===== src/rtl/thr_sched_pkg.sv =====
package thr_sched_pkg;
  typedef enum logic {
    MP_PRELOAD   = 1'b0,
    MP_POSTSTORE = 1'b1
  } mp_kind_e;
endpackage


===== src/rtl/thr_fifo.sv =====
module thr_fifo #(
  parameter int WIDTH   = 4,
  parameter int DEPTH   = 4,
  parameter bit PRELOAD = 1'b0  // reset full, holding 0..DEPTH-1
) (
  input  logic             clk_i,
  input  logic             rst_ni,
  input  logic             push_i,
  input  logic [WIDTH-1:0] data_i,
  input  logic             pop_i,
  output logic [WIDTH-1:0] data_o,
  output logic             empty_o,
  output logic             full_o
);
  localparam int PTR_W = (DEPTH > 1) ? $clog2(DEPTH) : 1;
  localparam int CNT_W = $clog2(DEPTH + 1);
  localparam logic [CNT_W-1:0] RST_CNT = PRELOAD ? CNT_W'(DEPTH) : '0;

  logic [WIDTH-1:0] mem [DEPTH];
  logic [PTR_W-1:0] wr_ptr, rd_ptr;
  logic [CNT_W-1:0] cnt;

  function automatic logic [PTR_W-1:0] nxt(input logic [PTR_W-1:0] p);
    return (p == PTR_W'(DEPTH - 1)) ? '0 : p + 1'b1;
  endfunction

  assign data_o  = mem[rd_ptr];
  assign empty_o = (cnt == '0);
  assign full_o  = (cnt == CNT_W'(DEPTH));

  always_ff @(posedge clk_i or negedge rst_ni) begin
    if (!rst_ni) begin
      for (int i = 0; i < DEPTH; i++) mem[i] <= PRELOAD ? WIDTH'(i) : '0;
      wr_ptr <= '0;
      rd_ptr <= '0;
      cnt    <= RST_CNT;
    end else begin
      if (push_i) begin
        mem[wr_ptr] <= data_i;
        wr_ptr      <= nxt(wr_ptr);
      end
      if (pop_i) rd_ptr <= nxt(rd_ptr);
      case ({push_i, pop_i})
        2'b10:   cnt <= cnt + 1'b1;
        2'b01:   cnt <= cnt - 1'b1;
        default: cnt <= cnt;
      endcase
    end
  end
endmodule


===== src/rtl/thr_fork_line.sv =====
module thr_fork_line #(
  parameter int LAT   = 4,
  parameter int WIDTH = 2
) (
  input  logic             clk_i,
  input  logic             rst_ni,
  input  logic             in_valid_i,
  input  logic [WIDTH-1:0] in_data_i,
  output logic             out_valid_o,
  output logic [WIDTH-1:0] out_data_o
);
  generate
    if (LAT == 0) begin : g_bypass
      assign out_valid_o = in_valid_i;
      assign out_data_o  = in_data_i;
    end else begin : g_pipe
      logic             v_q [LAT];
      logic [WIDTH-1:0] d_q [LAT];
      always_ff @(posedge clk_i or negedge rst_ni) begin
        if (!rst_ni) begin
          for (int i = 0; i < LAT; i++) begin
            v_q[i] <= 1'b0;
            d_q[i] <= '0;
          end
        end else begin
          v_q[0] <= in_valid_i;
          d_q[0] <= in_data_i;
          for (int i = 1; i < LAT; i++) begin
            v_q[i] <= v_q[i-1];
            d_q[i] <= d_q[i-1];
          end
        end
      end
      assign out_valid_o = v_q[LAT-1];
      assign out_data_o  = d_q[LAT-1];
    end
  endgenerate
endmodule


===== src/rtl/thr_sched.sv =====
module thr_sched
  import thr_sched_pkg::*;
#(
  parameter int NUM_CTX    = 4,
  parameter int FP_W       = 8,
  parameter int IP_W       = 12,
  parameter int WAIT_DEPTH = 4,
  parameter int FORK_LAT   = 4,
  localparam int CTX_W     = (NUM_CTX > 1) ? $clog2(NUM_CTX) : 1
) (
  input  logic             clk_i,
  input  logic             rst_ni,
  input  logic             thr_valid_i,
  input  logic [FP_W-1:0]  thr_fp_i,
  input  logic [IP_W-1:0]  thr_ip_i,
  output logic             thr_ready_o,
  output logic             mp_start_o,
  output logic             mp_store_o,
  output logic [CTX_W-1:0] mp_ctx_o,
  output logic [FP_W-1:0]  mp_fp_o,
  output logic [IP_W-1:0]  mp_ip_o,
  input  logic             mp_done_i,
  input  logic [IP_W-1:0]  mp_next_ip_i,
  output logic             ex_start_o,
  output logic [CTX_W-1:0] ex_ctx_o,
  output logic [IP_W-1:0]  ex_ip_o,
  input  logic             ex_done_i,
  input  logic [IP_W-1:0]  ex_next_ip_i,
  output logic             ffree_valid_o,
  output logic [FP_W-1:0]  ffree_fp_o
);
  localparam int ARR_W = FP_W + IP_W;

  // waiting threads and the free-context ring
  logic [ARR_W-1:0] wait_head;
  logic             wait_empty, wait_full, wait_push;
  logic [CTX_W-1:0] pool_head;
  logic             pool_empty, pool_full;
  // per-phase lists hold context numbers only
  logic [CTX_W-1:0] enab_head, pl_head, ps_head;
  logic             enab_empty, enab_full, pl_empty, pl_full, ps_empty, ps_full;
  logic             alloc;

  logic [FP_W-1:0]  fp_tab [NUM_CTX];
  logic [IP_W-1:0]  ip_tab [NUM_CTX];

  logic             mp_busy_q, mp_start_q;
  mp_kind_e         mp_kind_q;
  logic [CTX_W-1:0] mp_ctx_q;
  logic             take_post, take_pre, mp_fin, pre_fin, post_fin;

  logic             ex_busy_q, ex_start_q;
  logic [CTX_W-1:0] ex_ctx_q;
  logic             ex_take, ex_fin;

  logic             to_ex_v, to_mp_v;
  logic [CTX_W-1:0] to_ex_ctx, to_mp_ctx;
  logic             ffree_q;
  logic [FP_W-1:0]  ffree_fp_q;
  logic             unused_full;

  assign wait_push   = thr_valid_i && !wait_full;
  assign thr_ready_o = !wait_full;
  assign alloc       = !wait_empty && !pool_empty && !enab_full;

  assign take_post = !mp_busy_q && !ps_empty;
  assign take_pre  = !mp_busy_q && ps_empty && !enab_empty;
  assign mp_fin    = mp_done_i && mp_busy_q;
  assign pre_fin   = mp_fin && (mp_kind_q == MP_PRELOAD);
  assign post_fin  = mp_fin && (mp_kind_q == MP_POSTSTORE);
  assign ex_take   = !ex_busy_q && !pl_empty;
  assign ex_fin    = ex_done_i && ex_busy_q;

  assign unused_full = ^{pool_full, pl_full, ps_full};

  thr_fifo #(.WIDTH(ARR_W), .DEPTH(WAIT_DEPTH), .PRELOAD(1'b0)) i_wait_q (
    .clk_i, .rst_ni,
    .push_i(wait_push), .data_i({thr_fp_i, thr_ip_i}),
    .pop_i(alloc), .data_o(wait_head),
    .empty_o(wait_empty), .full_o(wait_full)
  );

  thr_fifo #(.WIDTH(CTX_W), .DEPTH(NUM_CTX), .PRELOAD(1'b1)) i_ctx_ring (
    .clk_i, .rst_ni,
    .push_i(post_fin), .data_i(mp_ctx_q),
    .pop_i(alloc), .data_o(pool_head),
    .empty_o(pool_empty), .full_o(pool_full)
  );

  thr_fifo #(.WIDTH(CTX_W), .DEPTH(NUM_CTX), .PRELOAD(1'b0)) i_enab_q (
    .clk_i, .rst_ni,
    .push_i(alloc), .data_i(pool_head),
    .pop_i(take_pre), .data_o(enab_head),
    .empty_o(enab_empty), .full_o(enab_full)
  );

  thr_fork_line #(.LAT(FORK_LAT), .WIDTH(CTX_W)) i_fork_ex (
    .clk_i, .rst_ni,
    .in_valid_i(pre_fin), .in_data_i(mp_ctx_q),
    .out_valid_o(to_ex_v), .out_data_o(to_ex_ctx)
  );

  thr_fifo #(.WIDTH(CTX_W), .DEPTH(NUM_CTX), .PRELOAD(1'b0)) i_pl_q (
    .clk_i, .rst_ni,
    .push_i(to_ex_v), .data_i(to_ex_ctx),
    .pop_i(ex_take), .data_o(pl_head),
    .empty_o(pl_empty), .full_o(pl_full)
  );

  thr_fork_line #(.LAT(FORK_LAT), .WIDTH(CTX_W)) i_fork_mp (
    .clk_i, .rst_ni,
    .in_valid_i(ex_fin), .in_data_i(ex_ctx_q),
    .out_valid_o(to_mp_v), .out_data_o(to_mp_ctx)
  );

  thr_fifo #(.WIDTH(CTX_W), .DEPTH(NUM_CTX), .PRELOAD(1'b0)) i_ps_q (
    .clk_i, .rst_ni,
    .push_i(to_mp_v), .data_i(to_mp_ctx),
    .pop_i(take_post), .data_o(ps_head),
    .empty_o(ps_empty), .full_o(ps_full)
  );

  // context table: frame index and current phase address
  always_ff @(posedge clk_i or negedge rst_ni) begin
    if (!rst_ni) begin
      for (int i = 0; i < NUM_CTX; i++) begin
        fp_tab[i] <= '0;
        ip_tab[i] <= '0;
      end
    end else begin
      if (alloc) begin
        fp_tab[pool_head] <= wait_head[IP_W +: FP_W];
        ip_tab[pool_head] <= wait_head[IP_W-1:0];
      end
      if (pre_fin) ip_tab[mp_ctx_q] <= mp_next_ip_i;
      if (ex_fin)  ip_tab[ex_ctx_q] <= ex_next_ip_i;
    end
  end

  // memory-access pipeline: post-store wins
  always_ff @(posedge clk_i or negedge rst_ni) begin
    if (!rst_ni) begin
      mp_busy_q  <= 1'b0;
      mp_start_q <= 1'b0;
      mp_kind_q  <= MP_PRELOAD;
      mp_ctx_q   <= '0;
    end else begin
      mp_start_q <= take_post || take_pre;
      if (take_post) begin
        mp_busy_q <= 1'b1;
        mp_kind_q <= MP_POSTSTORE;
        mp_ctx_q  <= ps_head;
      end else if (take_pre) begin
        mp_busy_q <= 1'b1;
        mp_kind_q <= MP_PRELOAD;
        mp_ctx_q  <= enab_head;
      end else if (mp_fin) begin
        mp_busy_q <= 1'b0;
      end
    end
  end

  // execution pipeline
  always_ff @(posedge clk_i or negedge rst_ni) begin
    if (!rst_ni) begin
      ex_busy_q  <= 1'b0;
      ex_start_q <= 1'b0;
      ex_ctx_q   <= '0;
    end else begin
      ex_start_q <= ex_take;
      if (ex_take) begin
        ex_busy_q <= 1'b1;
        ex_ctx_q  <= pl_head;
      end else if (ex_fin) begin
        ex_busy_q <= 1'b0;
      end
    end
  end

  always_ff @(posedge clk_i or negedge rst_ni) begin
    if (!rst_ni) begin
      ffree_q    <= 1'b0;
      ffree_fp_q <= '0;
    end else begin
      ffree_q    <= post_fin;
      ffree_fp_q <= fp_tab[mp_ctx_q];
    end
  end

  assign mp_start_o    = mp_start_q;
  assign mp_store_o    = (mp_kind_q == MP_POSTSTORE);
  assign mp_ctx_o      = mp_ctx_q;
  assign mp_fp_o       = fp_tab[mp_ctx_q];
  assign mp_ip_o       = ip_tab[mp_ctx_q];
  assign ex_start_o    = ex_start_q;
  assign ex_ctx_o      = ex_ctx_q;
  assign ex_ip_o       = ip_tab[ex_ctx_q];
  assign ffree_valid_o = ffree_q;
  assign ffree_fp_o    = ffree_fp_q;
endmodule


===== config.mk =====
export PLATFORM = sky130hd
export DESIGN_NAME = thr_sched
export DESIGN_NICKNAME = d
export VERILOG_FILES = /design/src/rtl/thr_sched_pkg.sv /design/src/rtl/thr_fifo.sv /design/src/rtl/thr_fork_line.sv /design/src/rtl/thr_sched.sv
export SDC_FILE = /design/constraint.sdc
export NUM_CORES = 1
export LEC_CHECK = 0
export BUFFER_PORTS_ARGS = -buffer_cell sky130_fd_sc_hd__buf_2
export CAP_MARGIN = 25
export CORE_ASPECT_RATIO = 0.7
export CORE_MARGIN = 10
export CORE_UTILIZATION = 40
export CTS_BUF_LIST = sky130_fd_sc_hd__clkbuf_8
export CTS_CLUSTER_SIZE = 28
export DETAILED_ROUTE_END_ITERATION = 6
export HOLD_SLACK_MARGIN = 0.15
export PLACE_DENSITY = 0.55
export SYNTH_ARGS = -nofsm -noshare
export SYNTH_HDL_FRONTEND = slang
export SYNTH_SLANG_ARGS = --single-unit
export TNS_END_PERCENT = 10

===== constraint.sdc =====
create_clock -name clk_i -period 3.3 [get_ports clk_i]
set_clock_uncertainty 0.2 [all_clocks]
set_input_delay 0.66 -clock clk_i [delete_from_list [all_inputs] [get_ports clk_i]]
set_output_delay 0.66 -clock clk_i [all_outputs]
set_load 0.02 [all_outputs]

Yosys cells after proc, flatten, opt, wreduce, memory -nomap -nowiden
Cells that the tools add are included.
Widths: inputs -> output; s select.
{"block": "word_totals", "elab_cells": 265, "output_inout_bits": 49, "input_bits": 49, "regBits": 269}
{"block": "op_classes", "mux": 78, "n_eq_ne": 22, "add_sub_neg": 20, "order_cmp": 21, "n_reduce_logical": 42, "bitwise": 14}
{"operator": "$bwmux 48", "count": 3}
{"operator": "$mux 48", "count": 3}
{"operator": "$mux 12", "count": 7}
{"operator": "$bwmux 80", "count": 1}
{"operator": "$demux 12 s2", "count": 3}
{"operator": "$mux 20", "count": 3}
{"operator": "$bmux 12 s2", "count": 2}
{"operator": "$mux 2", "count": 24}
{"operator": "$bmux 20 s2", "count": 1}
{"operator": "$demux 20 s2", "count": 1}
{"operator": "$ge 3x3->1 const B", "count": 13}
{"operator": "$not 2->3", "count": 13}
{"operator": "$bwmux 32", "count": 1}
{"operator": "$bwmux 8", "count": 4}
{"operator": "$eq 2x2->1 const B", "count": 15}
{"operator": "$pmux 3 s2", "count": 5}
{"operator": "$lt 3x1->1 const B", "count": 8}
{"operator": "$mux 8", "count": 3}
{"operator": "$add 2x1->2 const B", "count": 10}
{"operator": "$logic_and 1x1->1", "count": 19}
{"operator": "$bmux 2 s2", "count": 4}
{"operator": "$bmux 8 s2", "count": 1}
{"operator": "$demux 2 s2", "count": 4}
{"operator": "$demux 8 s2", "count": 1}
{"operator": "11 further kinds", "count": 48}

Longest topological paths before layout
{"block": "depth", "ltp_word": 15, "mapped_depth": 9, "mapped_depth_nobuf": 9}

Modules after synthesis
A second synthesis with hierarchy kept.
{"block": "hier_totals", "hier_cells": 1005, "hier_area_um2": 12956.2}
{"module": "thr_sched", "seq_area_each_um2": 2452.4, "cells_per_inst": 523, "instances": 1, "area_each_um2": 5455.2}
{"module": "thr_fifo (i_wait_q)", "seq_area_each_um2": 2177.1, "cells_per_inst": 230, "instances": 1, "area_each_um2": 3901.2}
{"module": "thr_fifo (i_enab_q ...)", "seq_area_each_um2": 375.4, "cells_per_inst": 56, "instances": 3, "area_each_um2": 740.7}
{"module": "thr_fifo (i_ctx_ring)", "seq_area_each_um2": 381.6, "cells_per_inst": 56, "instances": 1, "area_each_um2": 747.0}
{"module": "thr_fork_line", "seq_area_each_um2": 300.3, "cells_per_inst": 14, "instances": 2, "area_each_um2": 315.3}

Worst setup path before layout
No wires, ideal clock.
{"block": "synth_timing", "kind": "register -> output", "from": "reg ex_ctx_q[0], in the netlist ex_ctx_o[0]", "to": "out ex_ip_o[10]", "arrival_ns": 1.958, "t_required_ns": 2.440, "path_stages_with_launch": 4, "path_buffers": 2, "slack_ns": 0.482, "path_cell_list": "dfrtp_1 clkbuf_1 buf_1 mux4_2"}
{"block": "synth_between", "elab_chain_len": 4}
{"item": "from (decl)", "line_no": "thr_sched.sv:53", "text": "logic [CTX_W-1:0] ex_ctx_q;"}
{"item": "from (signal assigned)", "line_no": "thr_sched.sv:173", "text": "ex_ctx_q <= pl_head;"}
{"item": "$not 2->3 (not written as such)", "line_no": "thr_sched.sv:197", "text": "assign ex_ip_o = ip_tab[ex_ctx_q];"}
{"item": "$bmux 12 s2", "line_no": "thr_sched.sv:197"}
{"item": "$mux 12 (not written as such) (2 in series)", "line_no": "thr_sched.sv:197"}
{"item": "to (decl)", "line_no": "thr_sched.sv:26", "text": "output logic [IP_W-1:0] ex_ip_o,"}
No other way between the ends. The select of a mux whose other input is x is not followed.

Worst setup path after layout
{"block": "layout_timing", "from": "reg mp_ctx_q[0], in the netlist mp_ctx_o[0]", "to": "out mp_ip_o[4]"}
{"block": "layout_between", "elab_chain_len": 4}
{"item": "from (decl)", "line_no": "thr_sched.sv:49", "text": "logic [CTX_W-1:0] mp_ctx_q;"}
{"item": "from (signal assigned)", "line_no": "thr_sched.sv:152", "text": "mp_ctx_q <= ps_head;"}
{"item": "from (signal assigned)", "line_no": "thr_sched.sv:156", "text": "mp_ctx_q <= enab_head;"}
{"item": "$not 2->3 (not written as such)", "line_no": "thr_sched.sv:194", "text": "assign mp_ip_o = ip_tab[mp_ctx_q];"}
{"item": "$bmux 12 s2", "line_no": "thr_sched.sv:194"}
{"item": "$mux 12 (not written as such) (2 in series)", "line_no": "thr_sched.sv:194"}
{"item": "to (decl)", "line_no": "thr_sched.sv:21", "text": "output logic [IP_W-1:0] mp_ip_o,"}
No other way between the ends. The select of a mux whose other input is x is not followed.

==> impl_metrics.json <==
{
  "outcome": "complete, no violations",
  "cts_htree_levels": 2,
  "antenna_found_initial": 1,
  "dieHeight_um": 171,
  "max_freq_ghz": 0.328,
  "synth_commonest_cells": "dfrtp_1, mux2_2, nand2_1",
  "fillers": 2939,
  "ios": 98,
  "grt_overflow": 0,
  "worstSetupEndpointType": "primary output",
  "die_x_um": 235,
  "grt_max_degree": 84,
  "syn_area_um2": 13000,
  "tightest_slew_ns": 0.818,
  "worstPathArrival_ns": 2.19,
  "clockPowerShare_pct": 17.2,
  "slew_headroom_pct": 45.5,
  "leakagePower_nw": 6.66,
  "dp_cells": 1507,
  "stdcell_count": 1604,
  "grt_usage_pct": 17.4,
  "yosysWarningCount": 0,
  "clkTransAtPathRegs_ns": 0.07,
  "power.total_w": 0.0179,
  "ys_types": 52,
  "worstPathMaxFanout": 20,
  "layout-drive-gt1-share_pct": 37.1,
  "setup_viol_count_final": 0,
  "drt_iter0_markers": 756,
  "busiest_layer": "met1",
  "hold_viol": 0,
  "cts-root-buf": "clkbuf_8",
  "hp-class": "register to register",
  "routedWlPerCell_um": 21.6,
  "timing.final.crit_share_pct": 92.3,
  "cts.sinks": 269,
  "start_util_pct": 40.4,
  "synth.yosys.seq_area_share_pct": 51.8,
  "cap_violations": 0,
  "numCtsBuffers": 45,
  "crit_type": "register to primary output",
  "p_sw_w": 0.00713,
  "tritoncts": "yes",
  "met2_usage_pct": 24.5,
  "rsz0062_at_grt": "false",
  "netlist_instances": 1003,
  "hpwl_um": 23800,
  "synth_most_common_cell": "dfrtp_1",
  "clock_latency_ns": 0.58,
  "num_rows": 55,
  "yosys.area.top_type": "dfrtp_1",
  "tns_ns": 0,
  "grt_util_met1_pct": 26.4,
  "async_flop_share_pct": 100,
  "grt_pass1_vias": 8838,
  "p_seq_share_pct": 34.1,
  "drtAntennaViolNets": 0,
  "post-cts-setup-buffers": 0,
  "combPwrFrac_pct": 48.8,
  "clk_path_buf_depth": 3,
  "peakVddDrop_mv": 0.529,
  "vias_per_cell": 5.41,
  "p_int_w": 0.0107,
  "utilization_pct": 47.2,
  "nets": 1224,
  "synth-seq-cells": 269,
  "report.final.slew_viol_count": 0,
  "drc_errors": 0,
  "synth-edff-count": 0,
  "gp_congestion": 0.842,
  "vias": 8672,
  "crit_required_ns": 2.44,
  "drt-pass1-iter-count": 5,
  "yosys-top-cells-area": "dfrtp_1, mux2_2, mux4_2, ha_1, nand2_1",
  "ys.flop_type": "dfrtp_1",
  "syn_area_per_cell_um2": 13.0,
  "grt_pass1_wl_um": 54800,
  "io_buffers": 97,
  "syn_to_final_growth_pct": 17.0,
  "core_area_um2": 32200,
  "start_kind": "register",
  "synth_fp_nets": 1087,
  "synth_top_area_share_pct": 50.8,
  "groute.layer.met3.usage_pct": 3.65,
  "p_per_area_nw_per_um2": 1180,
  "min_period_ns": 3.05,
  "finalWirelength_um": 34700,
  "design.die.area_um2": 40200,
  "swShare_pct": 39.9
}
placed cells by master, fill, tap and decap left out, types with 36 or more instances in the layout:
| master | n |
|---|---|
| o21ai_0 | 59 |
| inv_1 | 39 |
| nand2_1 | 85 |
| clkbuf_8 | 59 |
| dfrtp_1 | 263 |
| buf_2 | 96 |
| mux4_2 | 52 |
| o2bb2ai_1 | 36 |
| a31oi_1 | 48 |
| nor2_1 | 54 |
| mux2_2 | 147 |
area by class of cell:
type                       instances  area, um2  share of cell area [%]
antenna                            2       5.00                  0.0329
multi-input combinational        648       5910                    38.9
inverter                          27        101                   0.667
clock inverter                    23        125                   0.823
tap                              427        534                    3.51
sequential                       269       6740                    44.3
clock buffer                      59        812                    5.34
timing repair buffer             149        970                    6.38
logic make-up (layout without fill, tap and decap cells):
kind of cell | Yosys count | in the layout | synth area share (%)
flops | 269 | 269 | 51.8
buf+inv | 86 | 258 | 2.73
mux | 220 | 220 | 24.6
compound gates | 164 | 164 | 8.13
xor+xnor | 15 | 15 | 1.01
simple gates | 214 | 214 | 8.00
other cells | 0 | 2 | 0
fa+ha+maj | 35 | 35 | 3.66
through the flow:
step | setup slack [ns] | area (um2) | hold slack (ns)
after floorplan | 0.482 | 13000 | 0.131
after detailed placement | 0.519 | 14100 | 0.135
final | 0.254 | 15200 | 0.150
after CTS | 0.0314 | 15200 | 0.152
after global routing | 0.153 | 15200 | 0.155
after global placement | 0.528 | 14100 | 0.132
critical path, stage by stage, from the launching register on:
cell,delay [ns]
dfrtp_4,0.67
buf_12,0.21
mux4_2,0.53
buf_2,0.18
power groups by stage:
stage / Combinational, W / Clock [W] / Sequential [W]
after floorplan: 0.00632 / 0 / 0.00579
after global placement: 0.00857 / 0 / 0.00610
after detailed placement: 0.00871 / 0 / 0.00613
after CTS: 0.00876 / 0.00316 / 0.00609
after global routing: 0.00950 / 0.00332 / 0.00632
final: 0.00871 / 0.00307 / 0.00609
worst paths after layout:
check / slack, ns / depth (start not counted) / end / start
max reg2reg: 0.52 / 5 / ip_tab[38] / i_ctx_ring.rd_ptr[0]
max in group asynchronous: 1.59 / 3 / i_wait_q.mem[31] / rst_ni
min reg2reg: 0.15 / 0 / i_fork_mp.g_pipe.v_q[1] / i_fork_mp.g_pipe.v_q[2]
min in group asynchronous: 0.49 / 2 / i_pl_q.wr_ptr[1] / rst_ni
max: 0.25 / 3 / mp_ip_o[4] / mp_ctx_o[0]
min: 0.15 / 0 / i_fork_mp.g_pipe.v_q[1] / i_fork_mp.g_pipe.v_q[2]
registers in the layout (all words and copies together) (netlist names), 3 cells and up:
name                  cells
ffree_fp_o                8
fp_tab                   32
i_ctx_ring.cnt            3
i_ctx_ring.mem            8
i_enab_q.cnt              3
i_enab_q.mem              8
i_fork_ex.g_pipe.d_q      6
i_fork_ex.g_pipe.v_q      3
i_fork_mp.g_pipe.d_q      6
i_fork_mp.g_pipe.v_q      3
i_pl_q.cnt                3
i_pl_q.mem                8
i_ps_q.cnt                3
i_ps_q.mem                8
i_wait_q.cnt              3
i_wait_q.mem             80
ip_tab                   48
timing repair:
item                                    4_1_cts  5_1_grt
hold buffers                                 12        0
gates resized for setup                       0        1
endpoints found under the hold margin        96        0
endpoints found under the setup margin        0        4
layer usage:
layer / share of wire, % / up-vias
met2: 43 / 251
met3: 5.7 / 41
met5: 0 / -
li1: - / 3954
met1: 50 / 4426
met4: 1.5 / 0
(Power assumes the default switching activity.)
